--- src/rtl/mbm_pkg.sv ---
package mbm_pkg;

    localparam int ADDR_W = 16;
    localparam int DATA_W = 8;
    localparam int HI_W   = ADDR_W - DATA_W;

    typedef enum logic [1:0] {
        OP_READ  = 2'b00,
        OP_WRITE = 2'b01,
        OP_WAIT  = 2'b10,
        OP_NOP   = 2'b11
    } op_e;

    typedef enum logic [2:0] {
        PH_IDLE,
        PH_LATCH,
        PH_AHOLD,
        PH_SETUP,
        PH_STRB,
        PH_DHOLD,
        PH_PINWAIT
    } phase_e;

    typedef struct packed {
        op_e               op;
        logic [ADDR_W-1:0] addr;
        logic [DATA_W-1:0] wdata;
        logic              level;
    } req_t;

    typedef struct packed {
        logic              latch;
        logic              sel_n;
        logic              rstb_n;
        logic              wstb_n;
        logic              oe;
        logic [DATA_W-1:0] ad;
    } bus_t;

    function automatic logic is_access(input phase_e ph);
        return (ph == PH_LATCH) || (ph == PH_AHOLD) || (ph == PH_SETUP) ||
               (ph == PH_STRB)  || (ph == PH_DHOLD);
    endfunction

endpackage

--- src/rtl/mbm_sync.sv ---
module mbm_sync #(
    parameter int               WIDTH   = 2,
    parameter int               STAGES  = 2,
    parameter logic [WIDTH-1:0] RST_VAL = '0
) (
    input  logic             clk_i,
    input  logic             rst_i,
    input  logic [WIDTH-1:0] d_i,
    output logic [WIDTH-1:0] q_o
);

    logic [WIDTH-1:0] stage_q [STAGES];

    for (genvar s = 0; s < STAGES; s++) begin : g_stage
        if (s == 0) begin : g_first
            always_ff @(posedge clk_i) begin
                if (rst_i) stage_q[s] <= RST_VAL;
                else       stage_q[s] <= d_i;
            end
        end else begin : g_next
            always_ff @(posedge clk_i) begin
                if (rst_i) stage_q[s] <= RST_VAL;
                else       stage_q[s] <= stage_q[s-1];
            end
        end
    end

    assign q_o = stage_q[STAGES-1];

endmodule

--- src/rtl/mbm_seq.sv ---
module mbm_seq
    import mbm_pkg::*;
#(
    parameter int LATCH_CYC = 1,
    parameter int AHOLD_CYC = 1,
    parameter int SETUP_CYC = 1,
    parameter int STRB_CYC  = 2,
    parameter int DHOLD_CYC = 1
) (
    input  logic              clk_i,
    input  logic              rst_i,
    input  logic              cmd_valid_i,
    input  req_t              cmd_i,
    input  logic              rdy_s_i,
    input  logic              pin_s_i,
    input  logic [DATA_W-1:0] ad_i,
    output bus_t              bus_o,
    output logic [HI_W-1:0]   addr_hi_o,
    output logic [DATA_W-1:0] rdata_o,
    output logic              done_o,
    output logic              idle_o
);

    localparam int LEN_SUM = LATCH_CYC + AHOLD_CYC + SETUP_CYC + STRB_CYC + DHOLD_CYC;
    localparam int CNT_W   = $clog2(LEN_SUM + 1);

    phase_e            phase_q, phase_d;
    req_t              req_q;
    logic [CNT_W-1:0]  cnt_q, len_m1;
    logic [DATA_W-1:0] rdata_q;
    logic              done_q, done_d, last, cap_rd;

    // Length of the current phase, minus one
    always_comb begin
        unique case (phase_q)
            PH_LATCH: len_m1 = CNT_W'(LATCH_CYC - 1);
            PH_AHOLD: len_m1 = CNT_W'(AHOLD_CYC - 1);
            PH_SETUP: len_m1 = CNT_W'(SETUP_CYC - 1);
            PH_STRB:  len_m1 = CNT_W'(STRB_CYC - 1);
            PH_DHOLD: len_m1 = CNT_W'(DHOLD_CYC - 1);
            default:  len_m1 = '0;
        endcase
    end

    assign last = (cnt_q == len_m1);

    always_comb begin
        phase_d = phase_q;
        done_d  = 1'b0;
        cap_rd  = 1'b0;
        unique case (phase_q)
            PH_IDLE: begin
                if (cmd_valid_i) begin
                    unique case (cmd_i.op)
                        OP_READ, OP_WRITE: phase_d = PH_LATCH;
                        OP_WAIT:           phase_d = PH_PINWAIT;
                        default:           done_d  = 1'b1;
                    endcase
                end
            end
            PH_LATCH: if (last) phase_d = PH_AHOLD;
            PH_AHOLD: if (last) phase_d = PH_SETUP;
            PH_SETUP: if (last) phase_d = PH_STRB;
            PH_STRB: begin
                if (last && rdy_s_i) begin
                    phase_d = PH_DHOLD;
                    cap_rd  = (req_q.op == OP_READ);
                end
            end
            PH_DHOLD: begin
                if (last) begin
                    phase_d = PH_IDLE;
                    done_d  = 1'b1;
                end
            end
            PH_PINWAIT: begin
                if (pin_s_i == req_q.level) begin
                    phase_d = PH_IDLE;
                    done_d  = 1'b1;
                end
            end
            default: phase_d = PH_IDLE;
        endcase
    end

    always_ff @(posedge clk_i) begin
        if (rst_i) begin
            phase_q <= PH_IDLE;
            req_q   <= '0;
            cnt_q   <= '0;
            rdata_q <= '0;
            done_q  <= 1'b0;
        end else begin
            phase_q <= phase_d;
            done_q  <= done_d;
            if (phase_q == PH_IDLE && cmd_valid_i) req_q <= cmd_i;
            if (phase_d != phase_q)  cnt_q <= '0;
            else if (!last)          cnt_q <= cnt_q + 1'b1;
            if (cap_rd)              rdata_q <= ad_i;
        end
    end

    // Bus pin decode from the registered phase
    always_comb begin
        logic wr, addr_ph;
        wr            = (req_q.op == OP_WRITE);
        addr_ph       = (phase_q == PH_LATCH) || (phase_q == PH_AHOLD);
        bus_o.latch   = (phase_q == PH_LATCH);
        bus_o.sel_n   = !is_access(phase_q);
        bus_o.rstb_n  = !((phase_q == PH_STRB) && (req_q.op == OP_READ));
        bus_o.wstb_n  = !((phase_q == PH_STRB) && wr);
        bus_o.oe      = addr_ph || (wr && is_access(phase_q));
        bus_o.ad      = addr_ph ? req_q.addr[DATA_W-1:0] : req_q.wdata;
    end

    assign addr_hi_o = req_q.addr[ADDR_W-1:DATA_W];
    assign rdata_o   = rdata_q;
    assign done_o    = done_q;
    assign idle_o    = (phase_q == PH_IDLE);

    AST_SEL_COVERS: assert property (@(posedge clk_i) disable iff (rst_i)
        (bus_o.latch || !bus_o.rstb_n || !bus_o.wstb_n) |-> !bus_o.sel_n);
    AST_WDATA_HOLD: assert property (@(posedge clk_i) disable iff (rst_i)
        $rose(bus_o.wstb_n) |-> (bus_o.oe && !bus_o.sel_n));
    AST_WSTB_DRIVEN: assert property (@(posedge clk_i) disable iff (rst_i)
        !bus_o.wstb_n |-> bus_o.oe);
    AST_RD_NO_DRIVE: assert property (@(posedge clk_i) disable iff (rst_i)
        !bus_o.rstb_n |-> !bus_o.oe);
    AST_RD_RELEASE: assert property (@(posedge clk_i) disable iff (rst_i)
        $rose(bus_o.rstb_n) |-> !bus_o.oe);
    AST_STRB_STRETCH: assert property (@(posedge clk_i) disable iff (rst_i)
        ((!bus_o.rstb_n || !bus_o.wstb_n) && !rdy_s_i) |=> (!bus_o.rstb_n || !bus_o.wstb_n));
    AST_WAIT_QUIET: assert property (@(posedge clk_i) disable iff (rst_i)
        (phase_q == PH_PINWAIT) |-> (bus_o.sel_n && !bus_o.latch));
    AST_DONE_IDLE: assert property (@(posedge clk_i) disable iff (rst_i)
        done_o |-> idle_o);

endmodule

--- src/rtl/mbm_bus_master.sv ---
module mbm_bus_master
    import mbm_pkg::*;
#(
    parameter int LATCH_CYC   = 1,
    parameter int AHOLD_CYC   = 1,
    parameter int SETUP_CYC   = 1,
    parameter int STRB_CYC    = 2,
    parameter int DHOLD_CYC   = 1,
    parameter int SYNC_STAGES = 2
) (
    input  logic              clk_i,
    input  logic              rst_i,
    input  logic              cmd_valid_i,
    input  logic [1:0]        cmd_op_i,
    input  logic [ADDR_W-1:0] cmd_addr_i,
    input  logic [DATA_W-1:0] cmd_wdata_i,
    input  logic              cmd_level_i,
    output logic              cmd_ready_o,
    output logic              done_o,
    output logic [DATA_W-1:0] rdata_o,
    output logic [DATA_W-1:0] ad_o,
    input  logic [DATA_W-1:0] ad_i,
    output logic              ad_oe_o,
    output logic [HI_W-1:0]   addr_hi_o,
    output logic              latch_o,
    output logic              sel_n_o,
    output logic              rstb_n_o,
    output logic              wstb_n_o,
    input  logic              rdy_i,
    input  logic              wait_pin_i
);

    req_t       req;
    bus_t       bus;
    logic [1:0] sync_q;

    assign req.op    = op_e'(cmd_op_i);
    assign req.addr  = cmd_addr_i;
    assign req.wdata = cmd_wdata_i;
    assign req.level = cmd_level_i;

    // bit 1: ready (resets to not-ready), bit 0: wait pin
    mbm_sync #(
        .WIDTH   (2),
        .STAGES  (SYNC_STAGES),
        .RST_VAL (2'b00)
    ) u_sync (
        .clk_i (clk_i),
        .rst_i (rst_i),
        .d_i   ({rdy_i, wait_pin_i}),
        .q_o   (sync_q)
    );

    mbm_seq #(
        .LATCH_CYC (LATCH_CYC),
        .AHOLD_CYC (AHOLD_CYC),
        .SETUP_CYC (SETUP_CYC),
        .STRB_CYC  (STRB_CYC),
        .DHOLD_CYC (DHOLD_CYC)
    ) u_seq (
        .clk_i       (clk_i),
        .rst_i       (rst_i),
        .cmd_valid_i (cmd_valid_i),
        .cmd_i       (req),
        .rdy_s_i     (sync_q[1]),
        .pin_s_i     (sync_q[0]),
        .ad_i        (ad_i),
        .bus_o       (bus),
        .addr_hi_o   (addr_hi_o),
        .rdata_o     (rdata_o),
        .done_o      (done_o),
        .idle_o      (cmd_ready_o)
    );

    assign latch_o  = bus.latch;
    assign sel_n_o  = bus.sel_n;
    assign rstb_n_o = bus.rstb_n;
    assign wstb_n_o = bus.wstb_n;
    assign ad_oe_o  = bus.oe;
    assign ad_o     = bus.ad;

endmodule

--- config.mk ---
export PLATFORM = sky130hd
export DESIGN_NAME = mbm_bus_master
export DESIGN_NICKNAME = d
export VERILOG_FILES = /design/src/rtl/mbm_pkg.sv /design/src/rtl/mbm_sync.sv /design/src/rtl/mbm_seq.sv /design/src/rtl/mbm_bus_master.sv
export SDC_FILE = /design/constraint.sdc
export NUM_CORES = 1
export LEC_CHECK = 0
export BUFFER_PORTS_ARGS = -buffer_cell sky130_fd_sc_hd__buf_2
export CAP_MARGIN = 20
export CORE_UTILIZATION = 25
export CTS_CLUSTER_SIZE = 24
export DETAILED_ROUTE_END_ITERATION = 8
export GPL_TIMING_DRIVEN = 0
export PLACE_DENSITY_LB_ADDON = 0.05
export SYNTH_ARGS = -nofsm -noshare
export SYNTH_HDL_FRONTEND = slang
export SYNTH_SLANG_ARGS = --single-unit
--- constraint.sdc ---
create_clock -name clk_i -period 3.45 [get_ports clk_i]
set_input_delay 0.69 -clock clk_i [delete_from_list [all_inputs] [get_ports clk_i]]
set_output_delay 0.69 -clock clk_i [all_outputs]
set_load 0.01 [all_outputs]
==> results.md <==
- Status: finished clean
- CTS tree: built
- Area fraction of the dominant cell type after synthesis: 45.7%
- Area growth, synth to finish: 28.9%
- Pin count of the biggest net entering global routing: 14
- Library cells used by synthesis: 40
- Leakage power summed over all cells: approximately 1.1 nW
- Amount of wire on met3 after detailed routing: 285 um
- Fraction of layout instances using a drive strength above 1: 33.1%
- Final Hold Vio Count: 0
- Top_reg_cell synth: sky130_fd_sc_hd__dfxtp_1
- Maximum vdd ir drop: 0.158 mV
- Wire length of the first global-routing pass: 8.45 mm
- CTS Buffer Depth: 2
- Largest delay share family, worst path: simple AND/OR/NAND/NOR gates
- Number of synthesized flops with an enable pin: 0
- Detailed-routed wire length on met2: 2.39 mm
- Endpoint type of the worst setup path: primary output
- Path class of the lowest-slack min-delay path: reg2reg
- Io pins: 71
- Starting utilization of the core area: roughly 26%
- Placement Rows: 32
- Number of global-route vias before repair: 1791
- Mapped Avg Cell Area: 8.51 um2
- Highest clock rate: 324 MHz
- Total iterations of the first detailed-routing run: 6
- Worst hold slack after final layout: 0.444 ns
- First-iteration detailed-routing DRC count: 53
- Worst-path clk slew: roughly 0.080 ns
- Final cycle utilization of the critical path: 89.5%
- Residual DRC count: 0
- Placer congestion estimate: 0.780
- Floorplan Core Area: 7770 um2
- Number of warning messages in the yosys log: 0
- Die outline width: 91.8 um
- Combined area of all synthesized cells: 2020 um2
- Via count normalized by instance count: approximately 4.4
- Crit path launch: u_seq.phase_q[1]
- Post-Route M1 WL: 2.34 mm
- Startpoint of the worst register-to-register path: u_seq.phase_q[1]
- Setup WS post-layout: 0.364 ns
- Required time of the critical path: 2.76 ns
- Antenna cell count: 0
- Worst-path cell with the longest stage delay: sky130_fd_sc_hd__nor2_1
- Slew at the pin closest to its max-slew limit: 0.770 ns
- Antenna-violating nets left: 0
- Type of the worst setup path: reg2out
- Total Die Area: around 8400 um2
- Count of final setup violators: 0
- Placed Instances: 408
- Number of buffers created by CTS: 5
- GRT Residual Overflow: 0
- Worst-case clock skew: around 0.0046 ns
- Worst-path maximum fanout: 10
- Number of antenna violations at the first check in global routing: 0
- Arrival time of the worst setup path: 2.40 ns
- Number of clock sinks seen by CTS: 46
- H-tree depth: 2
- I/O Buffers: 69
- Worst stage delay on the critical path: 0.61 ns
- Detail-routed net length per standard cell: 12.2 um
- Slew headroom: 48.5%
- Total via count in the routed design: 1836
- Quantity of hold-fixing buffers added after cts: 0
- Cell Pwr Density: between 400 and 500 nW/um2
- DRT Wirelength: 5.09 mm
- Net total in the final layout: 354
- Setup repair after global routing missed its margin: false
- Async S/R FF share, synth: 0%
- Clock tree root buffer cell: sky130_fd_sc_hd__clkbuf_8
- Worst min-delay path startpoint: u_sync.stage_q[0][0]
- Clock Latency Late Sink: 0.29 ns
- Synth area leaders: sky130_fd_sc_hd__dfxtp_1, sky130_fd_sc_hd__nand2_1, sky130_fd_sc_hd__a21oi_1, sky130_fd_sc_hd__mux2_2, sky130_fd_sc_hd__mux2i_1
- Count of cells along the worst register-to-register path: 6
- Worst setup SP type: flip-flop
- Number of cells in the finished layout apart from fillers: 416
- Number of gates resized after cts: 0
- Top routing layer used: met4
- Part of the Yosys area used for sequential elements: 45.7%
- Number of buffers inserted to repair setup after CTS: 0
- Syn_nets: 278
- Dominant cell type by area after synthesis: sky130_fd_sc_hd__dfxtp_1
- Min cycle time layout: roughly 3.1 ns
- Global Route Usage Sum: 12.8%
- Cell-by-cell trace of the critical path: clkbuf_1 > xnor2_1 > nor2_1 > mux2_2 > buf_2
- Final slew viol count: 0
- Syn Inst Count: 237
- Vertical die dimension: 91.8 um
- Total number of cells along the worst setup path: 5
- WHS Path Cells: 1
- Worst path buffer plus inverter count: 2
- Summed negative setup slack over all endpoints: 0 ns
- HPWL reported at the end of detailed placement: between 3 and 4 mm
- Synthesized flop and latch total: 46
- Setup Slack @ Placement: 0.655 ns
- Max Cap Violations: 0
[state kept, by name, summed over array words and instances, names as in the netlist]
name and flops:
u_seq.addr_hi_o 8, u_seq.cnt_q 3, u_seq.done_o 1, u_seq.phase_q 3, u_seq.rdata_o 8, u_seq.req_q 19
u_sync.stage_q 4
[power by group]
group	switching (mW)	internal (mW)
Sequential	0.0224	0.572
Combinational	0.182	0.140
Clock	0.177	0.202
[cell usage after synthesis, types with 2 or more instances]
cell type,number
sky130_fd_sc_hd__nand2_1,56
sky130_fd_sc_hd__dfxtp_1,46
sky130_fd_sc_hd__a21oi_1,31
sky130_fd_sc_hd__clkbuf_1,13
sky130_fd_sc_hd__nor2_1,12
sky130_fd_sc_hd__buf_4,9
sky130_fd_sc_hd__mux2_2,9
sky130_fd_sc_hd__mux2i_1,8
sky130_fd_sc_hd__buf_2,4
sky130_fd_sc_hd__nor2b_1,4
sky130_fd_sc_hd__nor3_1,4
sky130_fd_sc_hd__o21ai_0,3
sky130_fd_sc_hd__xnor2_1,3
sky130_fd_sc_hd__a21o_1,2
sky130_fd_sc_hd__inv_1,2
sky130_fd_sc_hd__nand2b_1,2
sky130_fd_sc_hd__nor3b_1,2
sky130_fd_sc_hd__nor4b_1,2
sky130_fd_sc_hd__o211ai_1,2
sky130_fd_sc_hd__or3_1,2
sky130_fd_sc_hd__or4b_2,2
[worst reg2reg max path, stage by stage, from the launching register on]
cell	delay, ns
sky130_fd_sc_hd__dfxtp_1	0.34
sky130_fd_sc_hd__clkbuf_1	0.24
sky130_fd_sc_hd__nor4b_1	0.51
sky130_fd_sc_hd__clkbuf_1	0.47
sky130_fd_sc_hd__buf_2	0.33
sky130_fd_sc_hd__nand2_1	0.09
sky130_fd_sc_hd__a21oi_1	0.12
[cell type report]
class | instances | area, um2
clock buffers | 8 | 110
inverters | 2 | 7.51
flip-flops and latches | 46 | 921
plain buffers | 26 | 136
well taps | 102 | 128
fillers | 868 | 5170
multi-input cells | 163 | 952
repair buffers | 69 | 345
[cell usage in the layout (no fill, tap or decap), types with 3 or more instances in the layout]
cell type,n
sky130_fd_sc_hd__nor2_1,12
sky130_fd_sc_hd__mux2_2,9
sky130_fd_sc_hd__buf_4,9
sky130_fd_sc_hd__nor3_1,4
sky130_fd_sc_hd__a21oi_1,31
sky130_fd_sc_hd__mux2i_1,8
sky130_fd_sc_hd__nand2_1,56
sky130_fd_sc_hd__clkbuf_8,8
sky130_fd_sc_hd__dfxtp_1,46
sky130_fd_sc_hd__nor2b_1,4
sky130_fd_sc_hd__clkbuf_1,13
sky130_fd_sc_hd__xnor2_1,3
sky130_fd_sc_hd__o21ai_0,3
sky130_fd_sc_hd__buf_2,73
[cell families (layout without fill, tap and decap cells)]
logic type,Yosys count,after routing,share of synthesized area [%]
mux,17,17,9.00
compound gates,44,44,12.3
fa+ha+maj,1,1,0.620
xor+xnor,4,4,1.74
simple gates,97,97,23.5
buf+inv,28,105,7.13
flops,46,46,45.7
[worst paths after layout]
| kind | endpoint | slack [ns] |
|---|---|---|
| hold reg to reg | u_sync.stage_q[1][0] | 0.44 |
| setup / recovery | ad_o[6] | 0.36 |
| hold / removal | u_sync.stage_q[1][0] | 0.44 |
| setup reg to reg | u_seq.req_q[2] | 1.30 |
[metal layers]
layer,up-vias,GRT usage [%]
met5,-,0
met2,43,21.2
met4,0,4.30
li1,943,-
met3,6,3.40
met1,844,16.0
[through the flow]
stage / instance area (um2) / utilization [%] / power, mW
3_3_place_gp: 2490 / 32.1 / 0.936
5_1_grt: 2600 / 33.5 / 1.38
6_report: 2600 / 33.5 / 1.30
2_1_floorplan: 2020 / - / 0.817
3_5_place_dp: 2490 / 32.1 / 0.934
4_1_cts: 2600 / 33.5 / 1.32
(Power assumes the default switching activity.)
